===== src/rtl/barrier_pkg.sv =====
package barrier_pkg;
    typedef enum logic {
        S_GATHER = 1'b0,
        S_DRAIN  = 1'b1
    } bar_state_e;
endpackage


===== src/rtl/barrier_pick.sv =====
// Fixed-priority picker: the lowest set index wins.
module barrier_pick #(
    parameter int W = 4
) (
    input  logic [W-1:0] req,
    output logic [W-1:0] grant,
    output logic         any
);
    logic [W:0] seen;
    assign seen[0] = 1'b0;
    for (genvar i = 0; i < W; i++) begin : g_pick
        assign grant[i]   = req[i] & ~seen[i];
        assign seen[i+1]  = seen[i] | req[i];
    end
    assign any = seen[W];
endmodule


===== src/rtl/barrier_count.sv =====
// Shared occupancy count with increment/decrement and boundary flags.
module barrier_count #(
    parameter int NPROC = 4,
    parameter int CNT_W = $clog2(NPROC + 1)
) (
    input  logic             clk,
    input  logic             rst_n,
    input  logic             inc,
    input  logic             dec,
    output logic [CNT_W-1:0] count,
    output logic             at_last,
    output logic             at_one
);
    localparam logic [CNT_W-1:0] LAST_V = CNT_W'(NPROC - 1);
    localparam logic [CNT_W-1:0] FULL_V = CNT_W'(NPROC);
    localparam logic [CNT_W-1:0] ONE_V  = CNT_W'(1);

    always_ff @(posedge clk) begin
        if (!rst_n)   count <= '0;
        else if (inc) count <= count + ONE_V;
        else if (dec) count <= count - ONE_V;
    end

    assign at_last = (count == LAST_V);
    assign at_one  = (count == ONE_V);

    // the count never passes the participant number
    p_count_bound_r2: assert property (@(posedge clk) disable iff (!rst_n)
        count <= FULL_V);
    // a decrement is never requested on an empty count
    p_no_underflow_r5: assert property (@(posedge clk) disable iff (!rst_n)
        dec |-> (count != '0));
endmodule


===== src/rtl/barrier_sync_unit.sv =====
module barrier_sync_unit
    import barrier_pkg::*;
#(
    parameter int NPROC = 4
) (
    input  logic             clk,
    input  logic             rst_n,
    input  logic [NPROC-1:0] arrive_req,
    output logic [NPROC-1:0] release_o
);
    localparam int CNT_W = $clog2(NPROC + 1);

    bar_state_e       state_q, state_d;
    logic [NPROC-1:0] joined_q;
    logic [NPROC-1:0] pend_arr, arr_gnt, dep_gnt;
    logic             arr_any, dep_any;
    logic             entry_open, exit_open;
    logic             take_arr, take_dep;
    logic [CNT_W-1:0] count;
    logic             at_last, at_one;

    // gates derived from the phase
    assign entry_open = (state_q == S_GATHER);
    assign exit_open  = (state_q == S_DRAIN);

    assign pend_arr = arrive_req & ~joined_q;

    barrier_pick #(.W(NPROC)) u_arr_pick (
        .req(pend_arr), .grant(arr_gnt), .any(arr_any));
    barrier_pick #(.W(NPROC)) u_dep_pick (
        .req(joined_q), .grant(dep_gnt), .any(dep_any));

    assign take_arr = entry_open & arr_any;
    assign take_dep = exit_open & dep_any;

    barrier_count #(.NPROC(NPROC), .CNT_W(CNT_W)) u_count (
        .clk(clk), .rst_n(rst_n), .inc(take_arr), .dec(take_dep),
        .count(count), .at_last(at_last), .at_one(at_one));

    // next-state: LAST_ARRIVAL and LAST_DEPARTURE
    always_comb begin
        state_d = state_q;
        unique case (state_q)
            S_GATHER: if (take_arr && at_last) state_d = S_DRAIN;
            S_DRAIN:  if (take_dep && at_one)  state_d = S_GATHER;
            default:  state_d = S_GATHER;
        endcase
    end

    // state register
    always_ff @(posedge clk) begin
        if (!rst_n) state_q <= S_GATHER;
        else        state_q <= state_d;
    end

    // outputs and per-processor membership
    always_ff @(posedge clk) begin
        if (!rst_n) begin
            joined_q  <= '0;
            release_o <= '0;
        end else begin
            joined_q  <= (joined_q | (take_arr ? arr_gnt : '0))
                         & ~(take_dep ? dep_gnt : '0);
            release_o <= take_dep ? dep_gnt : '0;
        end
    end

    // at most one release bit at a time
    p_onehot_rel_r5: assert property (@(posedge clk) disable iff (!rst_n)
        $onehot0(release_o));
    // a release only follows a cycle spent draining
    p_no_early_rel_r3: assert property (@(posedge clk) disable iff (!rst_n)
        (release_o != '0) |-> $past(state_q == S_DRAIN));
    // every draining cycle departs someone
    p_drain_steps_r5: assert property (@(posedge clk) disable iff (!rst_n)
        (state_q == S_DRAIN) |=> (release_o != '0));
    // the last departure reopens the entry gate with an empty count
    p_reopen_r6: assert property (@(posedge clk) disable iff (!rst_n)
        (state_q == S_DRAIN && at_one) |=> (state_q == S_GATHER && count == '0));
    // membership and count agree, so nobody is counted twice
    p_members_r7: assert property (@(posedge clk) disable iff (!rst_n)
        $countones(joined_q) == int'(count));
    // reaching full occupancy switches to draining
    p_full_drain_r4: assert property (@(posedge clk) disable iff (!rst_n)
        (int'(count) == NPROC) |-> (state_q == S_DRAIN));
endmodule


===== config.mk =====
export PLATFORM = sky130hd
export DESIGN_NAME = barrier_sync_unit
export DESIGN_NICKNAME = d
export VERILOG_FILES = /design/src/rtl/barrier_pkg.sv /design/src/rtl/barrier_pick.sv /design/src/rtl/barrier_count.sv /design/src/rtl/barrier_sync_unit.sv
export SDC_FILE = /design/constraint.sdc
export NUM_CORES = 1
export LEC_CHECK = 0
export BUFFER_PORTS_ARGS = -buffer_cell sky130_fd_sc_hd__buf_2
export CAP_MARGIN = 20
export CORE_AREA = 5 5 42 44
export CTS_BUF_LIST = sky130_fd_sc_hd__clkbuf_8
export DETAILED_ROUTE_END_ITERATION = 10
export DIE_AREA = 0 0 47 49
export HOLD_SLACK_MARGIN = 0.08
export PLACE_DENSITY = 0.71
export SLEW_MARGIN = 10
export SYNTH_ARGS = -nofsm -noshare
export SYNTH_HDL_FRONTEND = slang
export SYNTH_SLANG_ARGS = --single-unit
export TNS_END_PERCENT = 100

===== constraint.sdc =====
create_clock -name clk -period 1.8 [get_ports clk]
set_clock_uncertainty 0.2 [all_clocks]
set_input_delay 0.09 -clock clk [delete_from_list [all_inputs] [get_ports clk]]
set_output_delay 0.09 -clock clk [all_outputs]
set_load 0.01 [all_outputs]

# After elaboration in Yosys (flattened, before gate mapping)
# Index checks and enable logic that the tools add are counted.
# word_totals
regBits,12
in_bits,6
output_inout_bits,4
elab_cells,44
# classes
n_addsub,2
n_eq_ne,2
mux,7
n_bitwise,26
n_reduce_logical,3
# op_table
operator,count
$and A1 B1 Y1,8
$and A4 B4 Y4,2
$mux W4,2
$not A4 Y4,2
$not A1 Y1,7
$mux W3,2
$or A1 B1 Y1,6
$or A4 B4 Y4,1
$add A3 B1 Y3 const B,1
$eq A3 B1 Y1 const B,1
$eq A3 B2 Y1 const B,1
$sub A3 B1 Y3 const B,1
$logic_and A1 B1 Y1,2
$mux W1,2
$pmux W1 S2,1
$reduce_bool A2 Y1,1

# Logic depth before layout (Yosys ltp)
# Gate-level depths: netlist of the first run.
# depth
ltp_word,9
mapped_depth,5
mapped_depth_nobuf,5

# By module
# From an unflattened synthesis of the first run, not the netlist that was laid out.
# unflattened
cells_unflattened,67
area_unflattened_um2,665.6
# modules_own_cells
mod,n_inst,cells_each,area_each_um2,seq_area_each_um2
barrier_sync_unit,1,35,385.4,180.2
barrier_count,1,22,205.2,60.1
barrier_pick,2,5,37.5,0.0

# Worst setup path after synthesis of the first run
# No wires, ideal clock.
# synth_timing
kind,register -> register
start,reg joined_q[0]
end,reg u_count.count[0]
setup_time_ps,130
t_arrival_ps,1449
required_ps,1470
path_slack_ps,21
path_stages_with_launch,6
path_buffers,1
synth_period_minus_slack_ps,1779
path_cell_list,dfxtp_1 -> or4_1 -> buf_2 -> and4_4 -> a311oi_1 -> o41ai_1
# synth_via
elab_chain_len,7
elab_cells_between_ends,12
classes_between,1 x mux; 10 x bitwise; 1 x reduce/logical
# synth_lines
element,line,source
"start, declared",barrier_sync_unit.sv:14,logic [NPROC-1:0] joined_q;
"start signal, assigned",barrier_sync_unit.sv:62,joined_q <= (joined_q | (take_arr ? arr_gnt : '0))
$not A4 Y4,barrier_sync_unit.sv:26,assign pend_arr = arrive_req & ~joined_q;
$and A4 B4 Y4,barrier_sync_unit.sv:26,
$or A1 B1 Y1 (3 in a row),barrier_pick.sv:13,assign seen[i+1] = seen[i] | req[i];
$and A1 B1 Y1,barrier_sync_unit.sv:33,assign take_arr = entry_open & arr_any;
$mux W3 or $reduce_bool A2 Y1 (tied branches),-,
"end signal, assigned",barrier_count.sv:20,else if (inc) count <= count + ONE_V;
"end signal, assigned",barrier_count.sv:21,else if (dec) count <= count - ONE_V;
"end, declared",barrier_count.sv:10,"output logic [CNT_W-1:0] count,"
# Several ways; a longest one is shown, not always the timed one.
# A chain may end at the register's enable or synchronous reset.

# Final worst setup path of the first run
# layout_timing
start,reg joined_q[2]
end,reg u_count.count[0]
# layout_via
elab_chain_len,6
elab_cells_between_ends,10
classes_between,1 x mux; 8 x bitwise; 1 x reduce/logical
# layout_lines
element,line
$not A4 Y4,barrier_sync_unit.sv:26
$and A4 B4 Y4,barrier_sync_unit.sv:26
$or A1 B1 Y1 (2 in a row),barrier_pick.sv:13
$and A1 B1 Y1,barrier_sync_unit.sv:33
$mux W3 or $reduce_bool A2 Y1 (tied branches),-
# Several ways; a longest one is shown, not always the timed one.

==> results of run 1 <==
## layout make-up
| type | instances | area share (%) |
|---|---|---|
| clock buffers | 4 | 6.60 |
| inverters | 10 | 4.50 |
| multi-input cells | 46 | 41.8 |
| flip-flops and latches | 12 | 28.8 |
| well taps | 16 | 2.40 |
| repair buffers | 19 | 15.9 |
## report_power, final
group	leakage (nW)	switching (W)	total (W)	internal (W)
sequential	0.0982	0.0000300	0.000336	0.000306
combinational	0.213	0.000175	0.000299	0.000125
clock	0.0288	0.000104	0.000298	0.000193
## metal layers
metal | wire [um] | up-vias
met3 | 112 | 4
met2 | 759 | 25
met4 | 11 | 0
met1 | 636 | 297
met5 | 0 | -
li1 | - | 302
## cells in the final DEF, fill, tap and decap left out, types with 4 or more instances in the layout
master         instances
a21oi_1                4
buf_2                  9
buf_4                  5
clkbuf_8               4
dfxtp_1               12
dlygate4sd3_1          5
ha_1                   4
inv_1                 10
nor2_1                 7
## final timing paths
kind | start | end | cells after the start
max | joined_q[2]$_SDFF_PN0_ | u_count.count[0]$_SDFFE_PN0P_ | 4
max reg2reg | joined_q[2]$_SDFF_PN0_ | u_count.count[0]$_SDFFE_PN0P_ | 4
min reg2reg | joined_q[3]$_SDFF_PN0_ | release_o[3]$_SDFF_PN0_ | 1
min | joined_q[3]$_SDFF_PN0_ | release_o[3]$_SDFF_PN0_ | 1
## per-stage QoR
step | util [%] | hold slack [ns] | setup slack (ns)
6_report | 59.6 | 0.307 | 0.0839
3_3_place_gp | 50.9 | 0.149 | -0.0113
4_1_cts | 58.7 | 0.310 | 0.0684
3_5_place_dp | 50.9 | 0.151 | -0.0310
5_1_grt | 59.6 | 0.343 | 0.0230
2_1_floorplan | - | 0.0211 | 0.0214
## logic make-up (layout without fill, tap and decap cells)
family | after synthesis | count (layout) | synth area share (%)
compound gates | 18 | 18 | 24.7
fa+ha+maj | 4 | 4 | 8.03
flops | 12 | 12 | 38.6
buf+inv | 13 | 33 | 8.03
simple gates | 24 | 24 | 20.7
## repair_timing
item	CTS	global route
gates resized for setup	1	2
hold endpoints to repair	8	0
pin swaps	0	1
hold buffers	5	0
setup endpoints to repair	2	2
## state kept, by name (all words and copies together), names as in the netlist
register / count
release_o: 4
exit_open: 1
joined_q: 4
u_count.count: 3
==> metrics.txt, run 1 <==
status finished, final reports clean; Synth area leaders dfxtp_1, ha_1, inv_1, a2111oi_4, nor2_1; first-pass GRT wire length 2590 um; initial antenna violation count 0; H-tree Lvls 1; register-to-register setup slack 0.08 ns; die area 2300 sq um; Syn Nets 81; placed cell count 98; CTS root buf clkbuf_8; Antenna Cells 0; most common cell in the netlist dfxtp_1; CP Buf/Inv Count 0; min cycle time layout 1.72 ns; Async S/R FF share, synth 0%; Leak Pwr 0.340 nW; TritonCTS clock tree yes; Area Growth Syn to Fin 33.9%; Peak VDD IR 0.563 mV; placed inst area 713 sq um; met2 GRT Util 22.6%; largest net degree at the start of global routing 13; fin nets 102; met3 Use GR 3.32%; Worst Hold Class flop to flop; gr ovfl total 0; clock sinks 12; commonest cells in the netlist dfxtp_1, inv_1, nor2_1, a21oi_1, ha_1; max_cap viols 0; setup TNS 0 ns; average routed wire per standard cell 14.2 um; drt pass-1 iters 4; Detailed Place HPWL 972 um; Die Height 49 um; Synth top area share 38.6%; Worst Path Class, Setup flop to flop; RSZ-0062 raised after global routing no; Mean Syn Cell Area 8.78 sq um; Routed Antenna Nets 0; GR peak layer met2; Mapped Cells 71; Reg area 240 sq um; layout cells sized above 1 25.3%; global-route usage over all layers 14.8%; post-DR vias/cell 5.87; Worst-Margin Slew 0.423 ns; final hold violations 0; worst-skew pair later-pin latency 0.24 ns; slew margin rel. 71.8%; vias in the first global route 592; register area share after synthesis 38.6%; flops & latches, synth 12; Max Fanout on Critical Path 6; final instance area 835 sq um; ys flop type dfxtp_1; GP Congestion 0.781; crit-path leading delay family simple AND/OR/NAND/NOR gates; CP startpoint kind flop; library cells used by synthesis 25; routed via count 628; Yosys warning count 0; core area 1400 sq um; final WL 1520 um; Worst EP arrival 1.63 ns; total power 0.000933 W; initial core utilization 44.5%; worst path required time 1.72 ns; max incr delay on CP 0.59 ns; cell area after synthesis 623 sq um; Max Slew Vio Count 0; met1 usage 20.4%; crit share post-route 95.3%; Final Setup Violations 0; DRT iter0 DRCs 13; Max Freq 583 MHz; drt drc 0; Slowest-stage cell, CP or4_4; PwrDens 1120 nW/um^2; Fillers 130; multi-input combinational cell area 349 sq um; Worst-path clk slew 0.06 ns; Non-Filler Instances 107; EDFF count, synth 0; Crit. End Element flop; Die W 47 um; cts bufs inserted 3; CTS Buffer Depth 2; I/O pin count 10; cell breakdown of the critical path or4_4, and4_4, a311oi_2, o41ai_1; # rows 14; Port Buffers 9; Setup Buffers After CTS 0; Synth area leader dfxtp_1
No activity file was read; power rests on OpenSTA's default activity.
==> run 2, diff against run 1 <==
--- a/config.mk
+++ b/config.mk
@@ -13,6 +13,7 @@
 export DIE_AREA = 0 0 47 49
 export HOLD_SLACK_MARGIN = 0.08
 export PLACE_DENSITY = 0.71
+export RECOVER_POWER = 100
 export SLEW_MARGIN = 10
 export SYNTH_ARGS = -nofsm -noshare
 export SYNTH_HDL_FRONTEND = slang
==> metrics.txt, run 2 (synthesized netlist as in run 1, its figures left out) <==
Slowest-stage cell, CP or4_4; switching power 0.000308 W (-0.39%); GR peak layer met2; Antenna Cells 0 (unchanged); DRT iter0 DRCs 13 (unchanged); Leak Pwr 0.320 nW (-6.0%); Worst EP arrival 1.63 ns (about the same); Flop pwr share 36.1% (about the same); pre-CTS setup slack -0.0310 ns (unchanged); worst-skew pair later-pin latency 0.24 ns (about the same); placed inst area 713 sq um (unchanged); Peak VDD IR 0.562 mV (-0.11%); Worst Path Class, Setup flop to flop; GP Congestion 0.781 (unchanged); CP startpoint kind flop; vias in the first global route 592 (unchanged); slew margin rel. 72.4% (+0.57 points); CTS Buffer Depth 2 (unchanged); largest registers joined_q (4), release_o (4), u_count.count (3); global-route usage over all layers 14.8% (unchanged); Max Slew Vio Count 0 (unchanged); die area 2300 sq um (unchanged); Die Height 49 um (unchanged); met2 GRT Util 22.6% (unchanged); Setup Buffers After CTS 0 (unchanged); met3 Use GR 3.32% (unchanged); CTS root buf clkbuf_8; min cycle time layout 1.71 ns (-0.00273 ns); gr ovfl total 0 (unchanged); Final Setup Violations 0 (unchanged); max incr delay on CP 0.59 ns (about the same); met1 usage 20.4% (unchanged); Worst-path clk slew 0.06 ns (about the same); clock sinks 12 (unchanged); TritonCTS clock tree yes; # rows 14 (unchanged); max_cap viols 0 (unchanged); fin nets 102 (unchanged); I/O pin count 10 (unchanged); cell breakdown of the critical path or4_4, and4_4, a311oi_2, o41ai_1; cts bufs inserted 3 (unchanged); RSZ-0062 raised after global routing no; crit-path leading delay family simple AND/OR/NAND/NOR gates; first-pass GRT wire length 2590 um (unchanged); Max Freq 584 MHz (+0.16%); largest net degree at the start of global routing 13 (unchanged); drt drc 0 (unchanged); clock share of power 31.9% (about the same); CP Buf/Inv Count 0 (unchanged); worst path required time 1.72 ns (about the same); core area 1400 sq um (unchanged); initial antenna violation count 0 (unchanged); PwrDens 1120 nW/um^2 (+0.56%); Routed Antenna Nets 0 (unchanged); drt pass-1 iters 4 (unchanged); routed via count 627 (-0.16%); final instance area 828 sq um (-0.75%); Gate power share 32.0% (about the same); Die W 47 um (unchanged); commonest non-fill, non-tap cells in the layout dfxtp_1, inv_1, nor2_1; average routed wire per standard cell 14.1 um (-0.53%); Detailed Place HPWL 972 um (unchanged); layout cells sized above 1 19.8% (-5.5 points); final hold violations 0 (unchanged); Final Util 59.1% (-0.45 points); Worst-Margin Slew 0.414 ns (-0.00848 ns); H-tree Lvls 1 (unchanged); initial core utilization 44.5% (unchanged); setup slack after layout 0.0866 ns (+0.00273 ns); status finished, final reports clean; most common cell after layout, fill and taps aside dfxtp_1; Max Fanout on Critical Path 6 (unchanged); net switching fraction of the power 33.1% (-0.067 points); post-DR vias/cell 5.86 (-0.16%); crit share post-route 95.2% (-0.15 points); final WL 1510 um (-0.53%); Worst Hold Class flop to flop; Crit. End Element flop; Area Growth Syn to Fin 32.9%; Port Buffers 9 (unchanged); internal power 0.000623 W (about the same)
## run 2: power by group through the flow
stage | registers (W) | clock network [W] | logic (W)
floorplan | 0.000342 | 0 | 0.000183
global placement | 0.000338 | 0 | 0.000257
detailed placement | 0.000337 | 0 | 0.000262
CTS | 0.000333 | 0.000299 | 0.000284
global route | 0.000341 | 0.000312 | 0.000336
finish | 0.000336 | 0.000297 | 0.000298
## run 2: what timing repair did
| item | CTS | global route |
|---|---|---|
| gates resized for setup | 1 | 2 |
| hold buffers | 5 | 0 |
| setup endpoints to repair | 2 | 2 |
| hold endpoints to repair | 8 | 0 |
| pin swaps | 0 | 1 |
## run 2: final timing paths
kind / start / end / slack, ns / cells past startpoint
setup reg to reg: joined_q[2]$_SDFF_PN0_ / u_count.count[0]$_SDFFE_PN0P_ / 0.09 / 4
hold reg to reg: joined_q[3]$_SDFF_PN0_ / release_o[3]$_SDFF_PN0_ / 0.31 / 1
setup / recovery: joined_q[2]$_SDFF_PN0_ / u_count.count[0]$_SDFFE_PN0P_ / 0.09 / 4
hold / removal: joined_q[3]$_SDFF_PN0_ / release_o[3]$_SDFF_PN0_ / 0.31 / 1
## run 2: stage by stage
stage	setup TNS [ns]	cells	total power, W	hold WS (ns)
after detailed placement	-0.0310	98	0.000599	0.151
after CTS	0	107	0.000916	0.310
final	0	107	0.000931	0.307
after global placement	-0.0113	98	0.000594	0.149
after floorplan	0	71	0.000524	0.0211
after global routing	0	107	0.000988	0.343
## run 2: layer usage
metal  share of wire (%)  up-vias
li1                    -      302
met1                  44      307
met2                  51       16
met3                 4.6        2
met4                0.33        0
met5                   0        -
## run 2: final cells by class
| class | count | area [sq um] |
|---|---|---|
| timing repair buffer | 19 | 126 |
| clock buffer | 4 | 55.1 |
| fill | 135 | 573 |
| multi-input combinational | 46 | 349 |
| sequential | 12 | 240 |
| tap | 16 | 20.0 |
| inverter | 10 | 37.5 |
## run 2: worst reg2reg max path, delay by kind of cell, from the launching register on
| family | cells | cell delay, ns |
|---|---|---|
| AO/OA/AOI/OAI | 2 | 0.28 |
| flip-flops | 1 | 0.31 |
| AND/OR/NAND/NOR | 2 | 0.81 |
